===== config.mk =====
export PLATFORM = sky130hd
export DESIGN_NAME = iword_assembler
export DESIGN_NICKNAME = d
export VERILOG_FILES = /design/src/rtl/iwa_pkg.sv /design/src/rtl/iwa_byte_track.sv /design/src/rtl/iwa_strobe_timer.sv /design/src/rtl/iwa_addr_ctr.sv /design/src/rtl/iword_assembler.sv
export SDC_FILE = /design/constraint.sdc
export NUM_CORES = 1
export LEC_CHECK = 0
export BUFFER_PORTS_ARGS = -buffer_cell sky130_fd_sc_hd__buf_2
export CAP_MARGIN = 5
export CORE_AREA = 4 4 67 75
export DETAILED_ROUTE_END_ITERATION = 8
export DIE_AREA = 0 0 71 79
export GPL_ROUTABILITY_DRIVEN = 0
export PLACE_DENSITY = 0.74
export SYNTH_ARGS = -nofsm -noshare
export SYNTH_HDL_FRONTEND = slang
export SYNTH_SLANG_ARGS = --single-unit

===== constraint.sdc =====
create_clock -name clk -period 2.3 [get_ports clk]
set_input_delay 0 -clock clk [delete_from_list [all_inputs] [get_ports clk]]
set_output_delay 0 -clock clk [all_outputs]
set_load 0.05 [all_outputs]

===== src/rtl/iwa_pkg.sv =====
package iwa_pkg;
   localparam logic [1:0] SEL_IMEM = 2'b01;
   typedef enum logic {EXPECT_LO = 1'b0, EXPECT_HI = 1'b1} byte_phase_e;
endpackage


===== src/rtl/iwa_byte_track.sv =====
module iwa_byte_track
   import iwa_pkg::*;
#(
   parameter int BYTE_W = 8
) (
   input  logic                clk,
   input  logic                rst_n,
   input  logic                accept,
   input  logic                sel_clr,
   input  logic                word_done,
   input  logic [BYTE_W-1:0]   byte_in,
   output logic                phase_hi,
   output logic [BYTE_W-1:0]   hold_byte,
   output logic [2*BYTE_W-1:0] word_q
);
   byte_phase_e phase;

   always_ff @(posedge clk) begin
      if (!rst_n) begin
         phase     <= EXPECT_LO;
         hold_byte <= '0;
         word_q    <= '0;
      end else begin
         if (accept) begin
            if (phase == EXPECT_LO) begin
               hold_byte <= byte_in;
               phase     <= EXPECT_HI;
            end else begin
               word_q <= {byte_in, hold_byte};
            end
         end
         if (word_done || sel_clr) phase <= EXPECT_LO;
      end
   end

   assign phase_hi = (phase == EXPECT_HI);
endmodule


===== src/rtl/iwa_strobe_timer.sv =====
module iwa_strobe_timer #(
   parameter int WS_W = 2
) (
   input  logic            clk,
   input  logic            rst_n,
   input  logic            start,
   input  logic [WS_W-1:0] ws_in,
   output logic            active,
   output logic            done
);
   logic [WS_W-1:0] cnt;

   always_ff @(posedge clk) begin
      if (!rst_n) begin
         active <= 1'b0;
         cnt    <= '0;
      end else if (start) begin
         active <= 1'b1;
         cnt    <= ws_in;
      end else if (done) begin
         active <= 1'b0;
      end else if (active) begin
         cnt <= cnt - 1'b1;
      end
   end

   assign done = active && (cnt == '0);
endmodule


===== src/rtl/iwa_addr_ctr.sv =====
module iwa_addr_ctr #(
   parameter int ADDR_W = 16,
   parameter int BYTE_W = 8
) (
   input  logic              clk,
   input  logic              rst_n,
   input  logic              ld_lo,
   input  logic              ld_hi,
   input  logic [BYTE_W-1:0] ld_byte,
   input  logic              inc,
   output logic [ADDR_W-1:0] addr
);
   localparam int HI_W = ADDR_W - BYTE_W;

   logic [ADDR_W-1:0] addr_ld;

   generate
      if (HI_W == BYTE_W) begin : g_full_hi
         assign addr_ld = {ld_hi ? ld_byte : addr[ADDR_W-1:BYTE_W],
                           ld_lo ? ld_byte : addr[BYTE_W-1:0]};
      end else begin : g_part_hi
         assign addr_ld = {ld_hi ? ld_byte[HI_W-1:0] : addr[ADDR_W-1:BYTE_W],
                           ld_lo ? ld_byte : addr[BYTE_W-1:0]};
      end
   endgenerate

   always_ff @(posedge clk) begin
      if (!rst_n)              addr <= '0;
      else if (ld_lo || ld_hi) addr <= addr_ld;
      else if (inc)            addr <= addr + 1'b1;
   end
endmodule


===== src/rtl/iword_assembler.sv =====
module iword_assembler
   import iwa_pkg::*;
#(
   parameter int BYTE_W = 8,
   parameter int ADDR_W = 16,
   parameter int WS_W   = 2
) (
   input  logic                clk,
   input  logic                rst_n,
   input  logic                byte_wr,
   input  logic [BYTE_W-1:0]   byte_data,
   input  logic [WS_W-1:0]     wait_cnt,
   input  logic                addr_ld_lo,
   input  logic                addr_ld_hi,
   input  logic                sel_wr,
   input  logic [1:0]          sel_code,
   output logic [2*BYTE_W-1:0] word_out,
   output logic                iwr_n,
   output logic                busy,
   output logic [ADDR_W-1:0]   wr_addr
);
   generate
      if (BYTE_W < 2)                                  begin : g_bad_byte
         $error("BYTE_W too small");
      end
      if (ADDR_W <= BYTE_W || ADDR_W > 2*BYTE_W)       begin : g_bad_addr
         $error("ADDR_W must lie in (BYTE_W, 2*BYTE_W]");
      end
      if (WS_W < 1 || WS_W > 8)                        begin : g_bad_ws
         $error("WS_W out of range");
      end
   endgenerate

   logic              accept;
   logic              sel_clr;
   logic              phase_hi;
   logic [BYTE_W-1:0] hold_byte;
   logic              active;
   logic              word_done;

   assign accept  = byte_wr && !active;
   assign sel_clr = sel_wr && (sel_code == SEL_IMEM);

   iwa_byte_track #(.BYTE_W(BYTE_W)) u_track (
      .clk       (clk),
      .rst_n     (rst_n),
      .accept    (accept),
      .sel_clr   (sel_clr),
      .word_done (word_done),
      .byte_in   (byte_data),
      .phase_hi  (phase_hi),
      .hold_byte (hold_byte),
      .word_q    (word_out)
   );

   iwa_strobe_timer #(.WS_W(WS_W)) u_timer (
      .clk    (clk),
      .rst_n  (rst_n),
      .start  (accept && phase_hi),
      .ws_in  (wait_cnt),
      .active (active),
      .done   (word_done)
   );

   iwa_addr_ctr #(.ADDR_W(ADDR_W), .BYTE_W(BYTE_W)) u_addr (
      .clk     (clk),
      .rst_n   (rst_n),
      .ld_lo   (addr_ld_lo),
      .ld_hi   (addr_ld_hi),
      .ld_byte (byte_data),
      .inc     (word_done),
      .addr    (wr_addr)
   );

   assign busy  = active;
   assign iwr_n = !active;
endmodule


==> results of run 1 <==
-- cells in the final DEF (no fill, tap or decap), drive strengths merged, types with 3 or more instances in the layout --
master and instances:
a21oi 28, a311oi 3, and3 3, and3b 3, buf 54, clkbuf 7, clkinv 3, dfxtp 44
dlygate4sd3 9, inv 7, mux2i 12, nand2 44, nand3 7, nand4 4, nor2 17, nor3 10
nor4 5, o21ai 12, o22ai 3, o31ai 3
-- synth_stat cells (all sizes together) (2+ instances only) --
| cell | instances | area share [%] |
|---|---|---|
| and3 | 3 | 0.97 |
| or3 | 2 | 0.85 |
| nor3b | 2 | 0.73 |
| clkbuf | 12 | 2.2 |
| a22oi | 2 | 0.73 |
| a221oi | 2 | 0.85 |
| nor2 | 17 | 3.1 |
| inv | 7 | 1.3 |
| nand3 | 7 | 1.7 |
| nand4 | 4 | 1.5 |
| dfxtp | 44 | 43 |
| nand2 | 44 | 8.0 |
| nor4 | 5 | 1.5 |
| ha | 2 | 1.2 |
| a21oi | 28 | 6.8 |
| xnor2 | 2 | 0.85 |
| clkinv | 3 | 0.54 |
| mux2i | 12 | 5.8 |
| a311oi | 3 | 1.3 |
| nor2b | 2 | 0.60 |
| o22ai | 3 | 0.91 |
| o311a | 2 | 0.97 |
| and3b | 3 | 1.3 |
| o21ai | 12 | 2.9 |
| o31ai | 3 | 1.1 |
| nor3 | 10 | 2.4 |
| o311ai | 2 | 0.85 |
| and2 | 2 | 0.61 |
-- power by group through the flow --
stage	clock (mW)	sequential, mW	combinational [mW]
after floorplan	0	0.943	0.128
after global placement	0	0.857	0.298
after detailed placement	0	0.858	0.301
after CTS	0.654	0.840	0.313
after global routing	0.695	0.848	0.338
final	0.639	0.841	0.313
-- layer usage --
metal	wire length [um]	vias up	part of all wire, %
li1	-	1029	-
met1	2429	995	43
met2	2722	73	48
met3	413	6	7.3
met4	75	0	1.3
met5	0	-	0
-- worst register-to-register path, stage by stage, from the launching register on --
cell	delay, ns
dfxtp_1	0.34
inv_1	0.06
ha_1	0.26
nand2_1	0.27
o21ai_0	0.61
nor2_1	0.08
a311oi_1	0.25
-- flip-flops by register name, summed over array words and instances (netlist names) --
register           flops
u_track.word_q        16
u_timer.active         1
u_addr.addr           16
u_timer.cnt            2
u_track.hold_byte      8
u_track.phase_hi       1
-- stage by stage --
stage	instance area [um2]	total power, mW	utilization [%]	hold slack (ns)
after detailed placement	2364	1.159	55.56	0.2667
final	2580	1.794	60.65	0.006190
after CTS	2580	1.808	60.65	0.0009590
after global placement	2364	1.155	55.56	0.2575
after global routing	2580	1.881	60.65	0.01181
after floorplan	2068	1.071	-	0.1360
-- final cells by class --
type / count / area (um2)
tap: 54 / 67.56
multi-input combinational: 188 / 1100
timing repair buffer: 63 / 367.9
clock inverter: 1 / 30.03
fill: 397 / 1674
clock buffer: 7 / 96.34
sequential: 44 / 880.8
inverter: 10 / 37.54
-- worst max-delay path by stage --
stage	start	end	slack, ns	cells after the start
2_1_floorplan	u_addr.addr[2]	u_addr.addr[9]	0.26	4
3_3_place_gp	u_timer.cnt[0]	u_addr.addr[1]	0.49	6
3_5_place_dp	u_timer.cnt[0]	u_addr.addr[1]	0.41	6
4_1_cts	u_timer.cnt[0]	u_addr.addr[1]	0.39	6
5_1_grt	u_timer.cnt[0]	u_addr.addr[1]	0.04	6
6_report	u_timer.cnt[0]	u_addr.addr[1]	0.36	6
-- cell families (layout without fill, tap and decap cells) --
| family | Yosys count | in the layout |
|---|---|---|
| AND/OR/NAND/NOR | 106 | 106 |
| multiplexers | 13 | 13 |
| AO/OA/AOI/OAI | 64 | 64 |
| XOR/XNOR | 3 | 3 |
| buffers and inverters | 23 | 81 |
| adder cells (fa/ha/maj) | 2 | 2 |
| flip-flops | 44 | 44 |
-- what timing repair did --
action / 4_1_cts / 5_1_grt
hold buffers: 9 / 0
setup endpoints to repair: 0 / 0
endpoints found under the hold margin: 10 / 0
==> results by group, run 1 <==
Die
  – Placeable Area: approximately 4300 um2
  – Std-Cell Rows: 25
  – Die Area: 5609 um2
  – I/O Pins: 52
  – Die Width: 71 um
  – Initial core utilization: between 40% and 50%
  – Die Y: 79 um

Clocking
  – Maximum clock path buffer count: 2
  – H-tree Lvls: 2
  – Post-CTS setup buffer count: 0
  – Clock Latency Late Sink: ~0.29 ns
  – CTS root buffer: clkbuf_8
  – CTS sink cnt: 44
  – Post-cts sizing count: 0
  – TritonCTS clock tree: yes
  – CTS clock-pin slew for the worst setup and hold paths: approximately 0.08 ns
  – Cts bufs inserted: 5

Synth
  – Cells after Synth: 255
  – Mapped Avg Cell Area: 8.111 um2
  – Synth Area in Compound Gates: between 15 and 20%
  – FF+latch count, synth: 44
  – Post-Synth Simple-Gate Area: between 20% and 30%
  – Largest family of logic cells by synthesized area: simple AND/OR/NAND/NOR gates
  – XOR/XNOR Fraction of Synth Area: under 10%
  – Main flop type after synthesis: dfxtp_1
  – Sequential fraction of the synthesis area: between 40% and 50%
  – Post-Synth Adder-Cell Area: about 1.2%
  – Number of enable flip-flop cells after synthesis: 0
  – Mapped Nets: ~280
  – Synthesized area: a little over 2000 um2
  – Yosys warns: 0
  – Mux cell area share after synthesis: roughly 6.4%
  – Synth async-reset ratio: 0%
  – Yosys cell types: 47

Power
  – Combinational share of power: 17.5%
  – Switch share: between 20% and 30%
  – Clock power frac: between 30% and 40%
  – Worst VDD drop: 445.5 uV
  – Internal Power: 1.283 mW
  – Pwr/cell area: approximately 700 nW/um2
  – Sw Pwr: 0.5111 mW
  – Sequential share of power: a little under half
  – Static leakage: 1.063 nW

Worst setup path
  – Element type at the critical path start: flip-flop
  – Crit-path cells: inv_1, ha_1, nand2_1, o21ai_0, nor2_1, a311oi_1
  – Crit path DAT: approximately 2.2 ns
  – Crit. End Element: flip-flop
  – Reg-to-reg setup timing slack: between 0.3 and 0.4 ns
  – Max incr delay on CP: ~0.6 ns
  – Critical Path RT: between 2 and 3 ns
  – FF-to-FF path depth: 6
  – FF-to-FF End: u_addr.addr[1]
  – CP Class: flip-flop to flip-flop
  – Worst r2r src: u_timer.cnt[0]
  – Crit path max-delay family: compound AO/OA/AOI/OAI gates
  – Peak fanout along the critical path: 11
  – Slowest CP cell: o21ai_0
  – Buf/Inv on CP: 1

Placed design
  – DP Wirelength: about 4000 um
  – Inst Count DP: 350
  – Setup WS pre-CTS: around 0.41 ns
  – IO buf count: 51

Detailed routing
  – DRT Wirelength: 5641 um
  – Final ANT Viol Nets: 0
  – Wire per inst: 15.37 um
  – Drt via density: between 5 and 6
  – DRT iter0 DRCs: about 180
  – Pre-Repair DR Iteration Count: 4
  – Via count: 2103
  – Drt drc: 0

Timing
  – Final worst-path setup slack: about 0.36 ns
  – Setup-failing EPs final: 0
  – Final period util: around 84%
  – Final Hold Fails: 0
  – Slew @ Worst Pin: between 0.6 and 0.7 ns
  – Max_slew headroom: 57.07%
  – Max Clock Freq: slightly above 500 MHz
  – Layout Skew: 0.003153 ns
  – Unrepaired setup endpoints after global routing: false
  – Post-route setup TNS: 0 ns
  – Slew Viols, Final: 0
  – Period minus WS final: roughly 1.9 ns

Cells and area
  – Layout cells sized above 1: a little over a fifth
  – N_diodes: 0
  – Area Overhead vs Synth: 24.74%
  – NumNets Final: between 300 and 400
  – Final std cells w/o fill: about 370

Global routing
  – Met2 Use GR: 34.97%
  – GRT met3 Usage: 5.063%
  – Vias in the first global route: 1944
  – Largest net degree at the start of global routing: 23
  – Initial antenna violation count: 0
  – First-pass GRT wire length: between 9000 and 10000 um
  – Global Route met1 Usage: between 20% and 30%
  – Busiest grt layer: met2
  – Total gr overflow: 0
  – All-Layer GR Usage: between 20% and 30%

Hold path
  – Hold depth: 3
  – Hold path start: byte_data[5]
  – Hold Crit Class: input pin to flip-flop
  – WHS Endpoint: u_track.word_q[13]

Flow run
  – Max Cap Violations: 0

Status
  – Status: completed
(Power assumes the default switching activity.)
==> inputs of run 2 (changes only) <==
--- a/config.mk
+++ b/config.mk
@@ -7,11 +7,11 @@
 export LEC_CHECK = 0
 export BUFFER_PORTS_ARGS = -buffer_cell sky130_fd_sc_hd__buf_2
 export CAP_MARGIN = 5
-export CORE_AREA = 4 4 67 75
+export CORE_AREA = 4 4 69 77
 export DETAILED_ROUTE_END_ITERATION = 8
-export DIE_AREA = 0 0 71 79
+export DIE_AREA = 0 0 73 81
 export GPL_ROUTABILITY_DRIVEN = 0
-export PLACE_DENSITY = 0.74
+export PLACE_DENSITY = 0.73
 export SYNTH_ARGS = -nofsm -noshare
 export SYNTH_HDL_FRONTEND = slang
 export SYNTH_SLANG_ARGS = --single-unit
==> constraint.sdc (replaced) <==
create_clock -name clk -period 1.6 [get_ports clk]
set_input_delay 0 -clock clk [delete_from_list [all_inputs] [get_ports clk]]
set_output_delay 0 -clock clk [all_outputs]
set_load 0.05 [all_outputs]
==> run 2 against run 1 <==
Compared with the run above: the flow now finishes with violations (hold timing); sequential share of layout area decreased by 0.61 points; wire length increased by 7.1%; die area up 5.4%; via count increased by 3.4%; first-iteration DRC count increased by 40%; utilization is 0.77 points lower; highest routed layer unchanged.
==> results by group, run 2 (synthesis gave the netlist of run 1 again) <==
Worst setup path
  – Peak fanout along the critical path: 5 (-6)
  – Element type at the critical path start: flip-flop
  – Critical Path RT: 1.84 ns (-0.67 ns)
  – Buf/Inv on CP: 0 (-1)
  – Max incr delay on CP: 0.43 ns (-0.17 ns)
  – CP Class: flip-flop to flip-flop
  – Crit path max-delay family: simple AND/OR/NAND/NOR gates
  – Slowest CP cell: or3_4
  – Crit-path cells: nand4_4, or3_4, or4_1, a31oi_1
  – Crit path DAT: 1.80 ns (-0.35 ns)
  – Crit. End Element: flip-flop

Placed design
  – Inst Count DP: 365 (+4.3%)
  – DP Wirelength: 4264 um (+5.8%)
  – IO buf count: 51 (unchanged)

Timing
  – Unrepaired setup endpoints after global routing: true
  – Max_slew headroom: 65.60% (+8.5 points)
  – Period minus WS final: 1.565 ns (-0.3758 ns)
  – Slew @ Worst Pin: 0.5147 ns (-0.1226 ns)
  – Slew Viols, Final: 0 (unchanged)
  – Final period util: 97.82% (+13 points)
  – Max Clock Freq: 638.9 MHz (+24%)
  – Final Hold Fails: 1 (+1)
  – WHS: -0.004557 ns (-0.01075 ns)
  – Setup-failing EPs final: 0 (unchanged)
  – Layout Skew: 0.005020 ns (+0.001867 ns)

Global routing
  – First-pass GRT wire length: 9591 um (+3.0%)
  – All-Layer GR Usage: 20.91% (+0.070 points)
  – Vias in the first global route: 1966 (+1.1%)
  – Largest net degree at the start of global routing: 24 (+4.3%)
  – Total gr overflow: 0 (unchanged)
  – Initial antenna violation count: 0 (unchanged)

Clocking
  – Maximum clock path buffer count: 2 (unchanged)
  – Clock Latency Late Sink: 0.30 ns (about the same)
  – H-tree Lvls: 2 (unchanged)
  – Cts bufs inserted: 5 (unchanged)
  – CTS clock-pin slew for the worst setup and hold paths: 0.09 ns (about the same)
  – CTS sink cnt: 44 (unchanged)
  – TritonCTS clock tree: yes
  – CTS root buffer: clkbuf_8

Die
  – Initial core utilization: 45.09% (-3.5 points)
  – Std-Cell Rows: 26 (+4.0%)
  – Die Width: 73 um (+2.8%)
  – I/O Pins: 52 (unchanged)
  – Die Y: 81 um (+2.5%)
  – Die Area: 5913 um2 (+5.4%)
  – Placeable Area: 4587 um2 (+7.8%)

Power
  – Combinational share of power: 20.1% (+2.6 points)
  – Static leakage: 1.127 nW (+6.0%)
  – Total Power: 2.458 mW (+37%)
  – Pwr/cell area: 894.8 nW/um2 (+29%)
  – Internal Power: 1.668 mW (+30%)
  – Switch share: 32.13% (+3.6 points)
  – Sw Pwr: 0.7895 mW (+54%)
  – Sequential share of power: 49.1% (+2.2 points)
  – Clock power frac: 30.8% (-4.8 points)
  – Worst VDD drop: 693.4 uV (+56%)

Cells and area
  – Multi-input gate area: 1141 um2 (+3.8%)
  – NumNets Final: 347 (+4.5%)
  – Layout cells sized above 1: 31.10% (+9.4 points)
  – Final std cells w/o fill: 384 (+4.6%)
  – Largest regs: u_addr.addr x16, u_track.word_q x16, u_track.hold_byte x8
  – N_diodes: 0 (unchanged)
  – Area Overhead vs Synth: 32.79%
  – Fillers: 420 (+5.8%)
  – FF+latch area: 920.9 um2 (+4.5%)
  – Commonest cells after routing, fill and taps aside: buf_2, nand2_1, dfxtp_1
  – Commonest non-fill, non-tap cell in the layout: buf_2

Status
  – Status: finished with violations
  – Failing checks: hold timing

Detailed routing
  – Pre-Repair DR Iteration Count: 4 (unchanged)
  – Wire per inst: 15.74 um (+2.4%)
  – Drt drc: 0 (unchanged)
  – DRT iter0 DRCs: 258 (+40%)
  – Final ANT Viol Nets: 0 (unchanged)
  – Drt via density: 5.664 (-1.2%)
  – DRT Wirelength: 6043 um (+7.1%)
  – Via count: 2175 (+3.4%)

Flow run
  – Max Cap Violations: 0 (unchanged)

Hold path
  – Hold Crit Class: input pin to flip-flop
[run 2: timing repair]
action,CTS,global route
setup buffers,0,2
gates resized for setup,1,7
endpoints found under the setup margin,1,11
hold buffers,9,0
pin swaps,0,5
endpoints found under the hold margin,9,0
[run 2: area by class of cell]
type	count	share of cell area, %
Multi-Input combinational cell	188	41.55
Clock buffer	6	3.007
Inverter	10	1.367
Timing Repair Buffer	78	17.49
Clock inverter	2	0.5011
Tap cell	56	2.551
Sequential cell	44	33.53
[run 2: power groups by stage]
stage | clock [mW] | combinational [mW] | sequential (mW)
2_1_floorplan | 0 | 0.184 | 1.36
3_3_place_gp | 0 | 0.459 | 1.23
3_5_place_dp | 0 | 0.465 | 1.23
4_1_cts | 0.769 | 0.483 | 1.20
5_1_grt | 0.815 | 0.532 | 1.22
6_report | 0.758 | 0.493 | 1.21
[run 2: stage by stage]
step / util, % / hold WS, ns / TNS, ns / cell area (um2) / worst slack, ns
2_1_floorplan: - / 0.1360 / -0.04271 / 2117 / -0.04271
3_3_place_gp: 54.77 / 0.2580 / 0 / 2512 / 0.04560
3_5_place_dp: 54.77 / 0.2724 / -0.03328 / 2512 / -0.03328
4_1_cts: 58.84 / 0.002702 / 0 / 2699 / 0.0006908
5_1_grt: 59.87 / 0.01660 / -0.001156 / 2746 / -0.001156
6_report: 59.87 / -0.004557 / 0 / 2746 / 0.03485
[run 2: per-layer routing]
metal	share of wire (%)	track usage [%]
met1	44	26.72
met5	0	0
met4	1.9	7.196
met3	8.3	5.446
met2	46	33.90
[run 2: worst register-to-register path, stage by stage, from the launching register on]
cell and delay, ns:
dfxtp_4 0.40, nand4_4 0.12, or3_4 0.43, or4_1 0.40, a31oi_1 0.16
[run 2: final timing paths]
path                         from           endpoint  slack (ns)  cells after the start
min reg2reg  u_track.hold_byte[7]  u_track.word_q[7]        0.45                      2
max                u_addr.addr[1]    u_addr.addr[13]        0.03                      4
min                  byte_data[1]  u_track.word_q[9]      -0.005                      3
max reg2reg        u_addr.addr[1]    u_addr.addr[13]        0.03                      4
==> inputs of run 3 (changes only) <==
--- a/config.mk
+++ b/config.mk
@@ -12,6 +12,7 @@
 export DIE_AREA = 0 0 73 81
 export GPL_ROUTABILITY_DRIVEN = 0
 export PLACE_DENSITY = 0.73
+export SETUP_SLACK_MARGIN = 0.3
 export SYNTH_ARGS = -nofsm -noshare
 export SYNTH_HDL_FRONTEND = slang
 export SYNTH_SLANG_ARGS = --single-unit
==> run 3 against run 2 <==
Compared with the run above: the run now ends clean; register-to-register slack gained 0.03 ns; critical path type unchanged; largest cell class unchanged; combinational power grew 20%; first-iteration DRC count shrank 16%; clock power grew 18%; largest power group unchanged.
==> results by group, run 3 (synthesis gave the netlist of run 1 again) <==
Status
  – Status: completed

Power
  – Static leakage: 1.264 nW (+12%)
  – Worst VDD drop: 644.9 uV (-7.0%)
  – Pwr/cell area: 868.6 nW/um2 (-2.9%)

Worst setup path
  – Critical Path RT: 1.79 ns (-0.05 ns)
  – Reg-to-reg setup timing slack: 0.06 ns (+0.03 ns)
  – CP Class: flip-flop to flip-flop
  – FF-to-FF path depth: 4 (unchanged)
  – Crit. End Element: flip-flop
  – Slowest CP cell: or3_4
  – Max incr delay on CP: 0.41 ns (-0.02 ns)
  – Crit path DAT: 1.73 ns (-0.07 ns)
  – FF-to-FF End: u_addr.addr[9]
  – Element type at the critical path start: flip-flop
  – Crit-path cells: nand4_4, or3_4, o311a_1, o31a_1
  – Peak fanout along the critical path: 3 (-2)
  – Worst r2r src: u_addr.addr[1]

Clocking
  – CTS root buffer: clkbuf_8
  – Cts bufs inserted: 5 (unchanged)
  – CTS clock-pin slew for the worst setup and hold paths: 0.09 ns (about the same)
  – TritonCTS clock tree: yes
  – H-tree Lvls: 2 (unchanged)
  – CTS sink cnt: 44 (unchanged)
  – Clock Latency Late Sink: 0.30 ns (about the same)
  – Maximum clock path buffer count: 2 (unchanged)

Global routing
  – Largest net degree at the start of global routing: 25 (+4.2%)
  – Vias in the first global route: 2058 (+4.7%)
  – Initial antenna violation count: 0 (unchanged)
  – Total gr overflow: 0 (unchanged)
  – All-Layer GR Usage: 21.97% (+1.1 points)
  – First-pass GRT wire length: 10160 um (+5.9%)

Cells and area
  – Commonest non-fill, non-tap cell in the layout: buf_2
  – Area Overhead vs Synth: 49.49%
  – Final std cells w/o fill: 399 (+3.9%)
  – Multi-input gate area: 1292 um2 (+13%)
  – NumNets Final: 362 (+4.3%)
  – Commonest cells after routing, fill and taps aside: buf_2, nand2_1, buf_4, dfxtp_1, a21oi_1
  – Largest regs: u_addr.addr x16, u_track.word_q x16, u_track.hold_byte x8
  – Layout cells sized above 1: 42.86% (+12 points)
  – N_diodes: 0 (unchanged)
  – FF+latch area: 939.7 um2 (+2.0%)
  – Fillers: 344 (-18%)
  – Design Area, Final: 3092 um2 (+13%)

Die
  – Std-Cell Rows: 26 (unchanged)
  – Die Y: 81 um (unchanged)
  – Initial core utilization: 45.09% (unchanged)
  – Placeable Area: 4587 um2 (unchanged)
  – Die Area: 5913 um2 (unchanged)
  – Die Width: 73 um (unchanged)
  – I/O Pins: 52 (unchanged)

Timing
  – Layout Skew: 0.009073 ns (+0.004052 ns)
  – WHS: 0.001536 ns (+0.006092 ns)
  – Post-route setup TNS: 0 ns (unchanged)
  – Slew Viols, Final: 0 (unchanged)
  – Setup-failing EPs final: 0 (unchanged)
  – Max_slew headroom: 78.31% (+13 points)
  – Final Hold Fails: 0 (-1)
  – Final period util: 96.23% (-1.6 points)
  – Slew @ Worst Pin: 0.3233 ns (-0.1914 ns)
  – Max Clock Freq: 649.5 MHz (+1.7%)
  – Period minus WS final: 1.540 ns (-0.02554 ns)
  – Unrepaired setup endpoints after global routing: true

Detailed routing
  – M1 WL: 2709 um (+2.0%)
  – Met3 Routed Length: 554 um (+11%)
  – Wire per inst: 17.03 um (+8.2%)
  – Via count: 2297 (+5.6%)
  – Top sig layer: met4
  – Routed length on met2: 3400 um (+23%)
  – Drt drc: 0 (unchanged)
  – DRT iter0 DRCs: 218 (-16%)
  – DRT Wirelength: 6794 um (+12%)
  – Drt via density: 5.757 (+1.6%)
  – Pre-Repair DR Iteration Count: 4 (unchanged)
  – Final ANT Viol Nets: 0 (unchanged)

Hold path
  – Hold depth: 3 (unchanged)
  – Hold Crit Class: input pin to flip-flop
  – Hold path start: byte_data[7]
  – WHS Endpoint: u_track.word_q[15]

Placed design
  – Inst Count DP: 363 (-0.55%)
  – DP Wirelength: 4143 um (-2.8%)
  – Cell Area, Placed: 2529 um2 (+0.65%)
  – IO buf count: 51 (unchanged)

Flow run
  – Max Cap Violations: 0 (unchanged)
==> run 3: worst max-delay path by stage <==
| stage | start | endpoint | slack (ns) | cells past startpoint |
|---|---|---|---|---|
| after detailed placement | u_addr.addr[3] | u_addr.addr[9] | 0.03 | 4 |
| after global placement | u_addr.addr[3] | u_addr.addr[9] | 0.03 | 4 |
| after global routing | u_addr.addr[1] | u_addr.addr[9] | 0.01 | 4 |
| after floorplan | u_addr.addr[3] | u_addr.addr[9] | -0.04 | 4 |
| after CTS | u_addr.addr[1] | u_addr.addr[9] | 0.1 | 4 |
| final | u_addr.addr[1] | u_addr.addr[9] | 0.06 | 4 |
==> run 3: power breakdown <==
group | internal (mW) | switching (mW) | total, mW
Combinational | 0.219 | 0.371 | 0.590
Sequential | 1.15 | 0.0582 | 1.20
Clock | 0.499 | 0.394 | 0.892
Total | 1.86 | 0.823 | 2.69
==> run 3: timing repair <==
item	4_1_cts	5_1_grt
gates resized for setup	27	22
pin swaps	15	14
endpoints found under the setup margin	29	43
hold buffers	7	0
endpoints found under the hold margin	7	0
gates cloned	1	0
buffers inserted	9	11
==> run 3: layer usage <==
metal  track usage, %  up-vias
li1                 -     1091
met3            4.827       18
met4            7.380        0
met5                0        -
met2            35.51      103
met1            28.80     1085
==> run 3: worst max-delay path, delay by kind of cell, from the launching register on <==
family	cells	cell delay, ns
simple gates	2	0.52
compound gates	2	0.52
flops	1	0.39
==> run 3: layout make-up <==
class	instances	area share, %
inverters	10	1.295
clock buffers	8	3.966
repair buffers	92	20.28
well taps	56	2.266
flip-flops and latches	44	30.39
multi-input cells	189	41.80
==> run 3: through the flow <==
| stage | setup slack [ns] | total power [mW] | utilization [%] |
|---|---|---|---|
| 2_1_floorplan | -0.03956 | 1.540 | - |
| 3_3_place_gp | 0.03112 | 1.680 | 55.13 |
| 3_5_place_dp | 0.02706 | 1.687 | 55.13 |
| 6_report | 0.06040 | 2.686 | 67.40 |
| 4_1_cts | 0.09748 | 2.623 | 63.26 |
| 5_1_grt | 0.01437 | 2.774 | 67.40 |
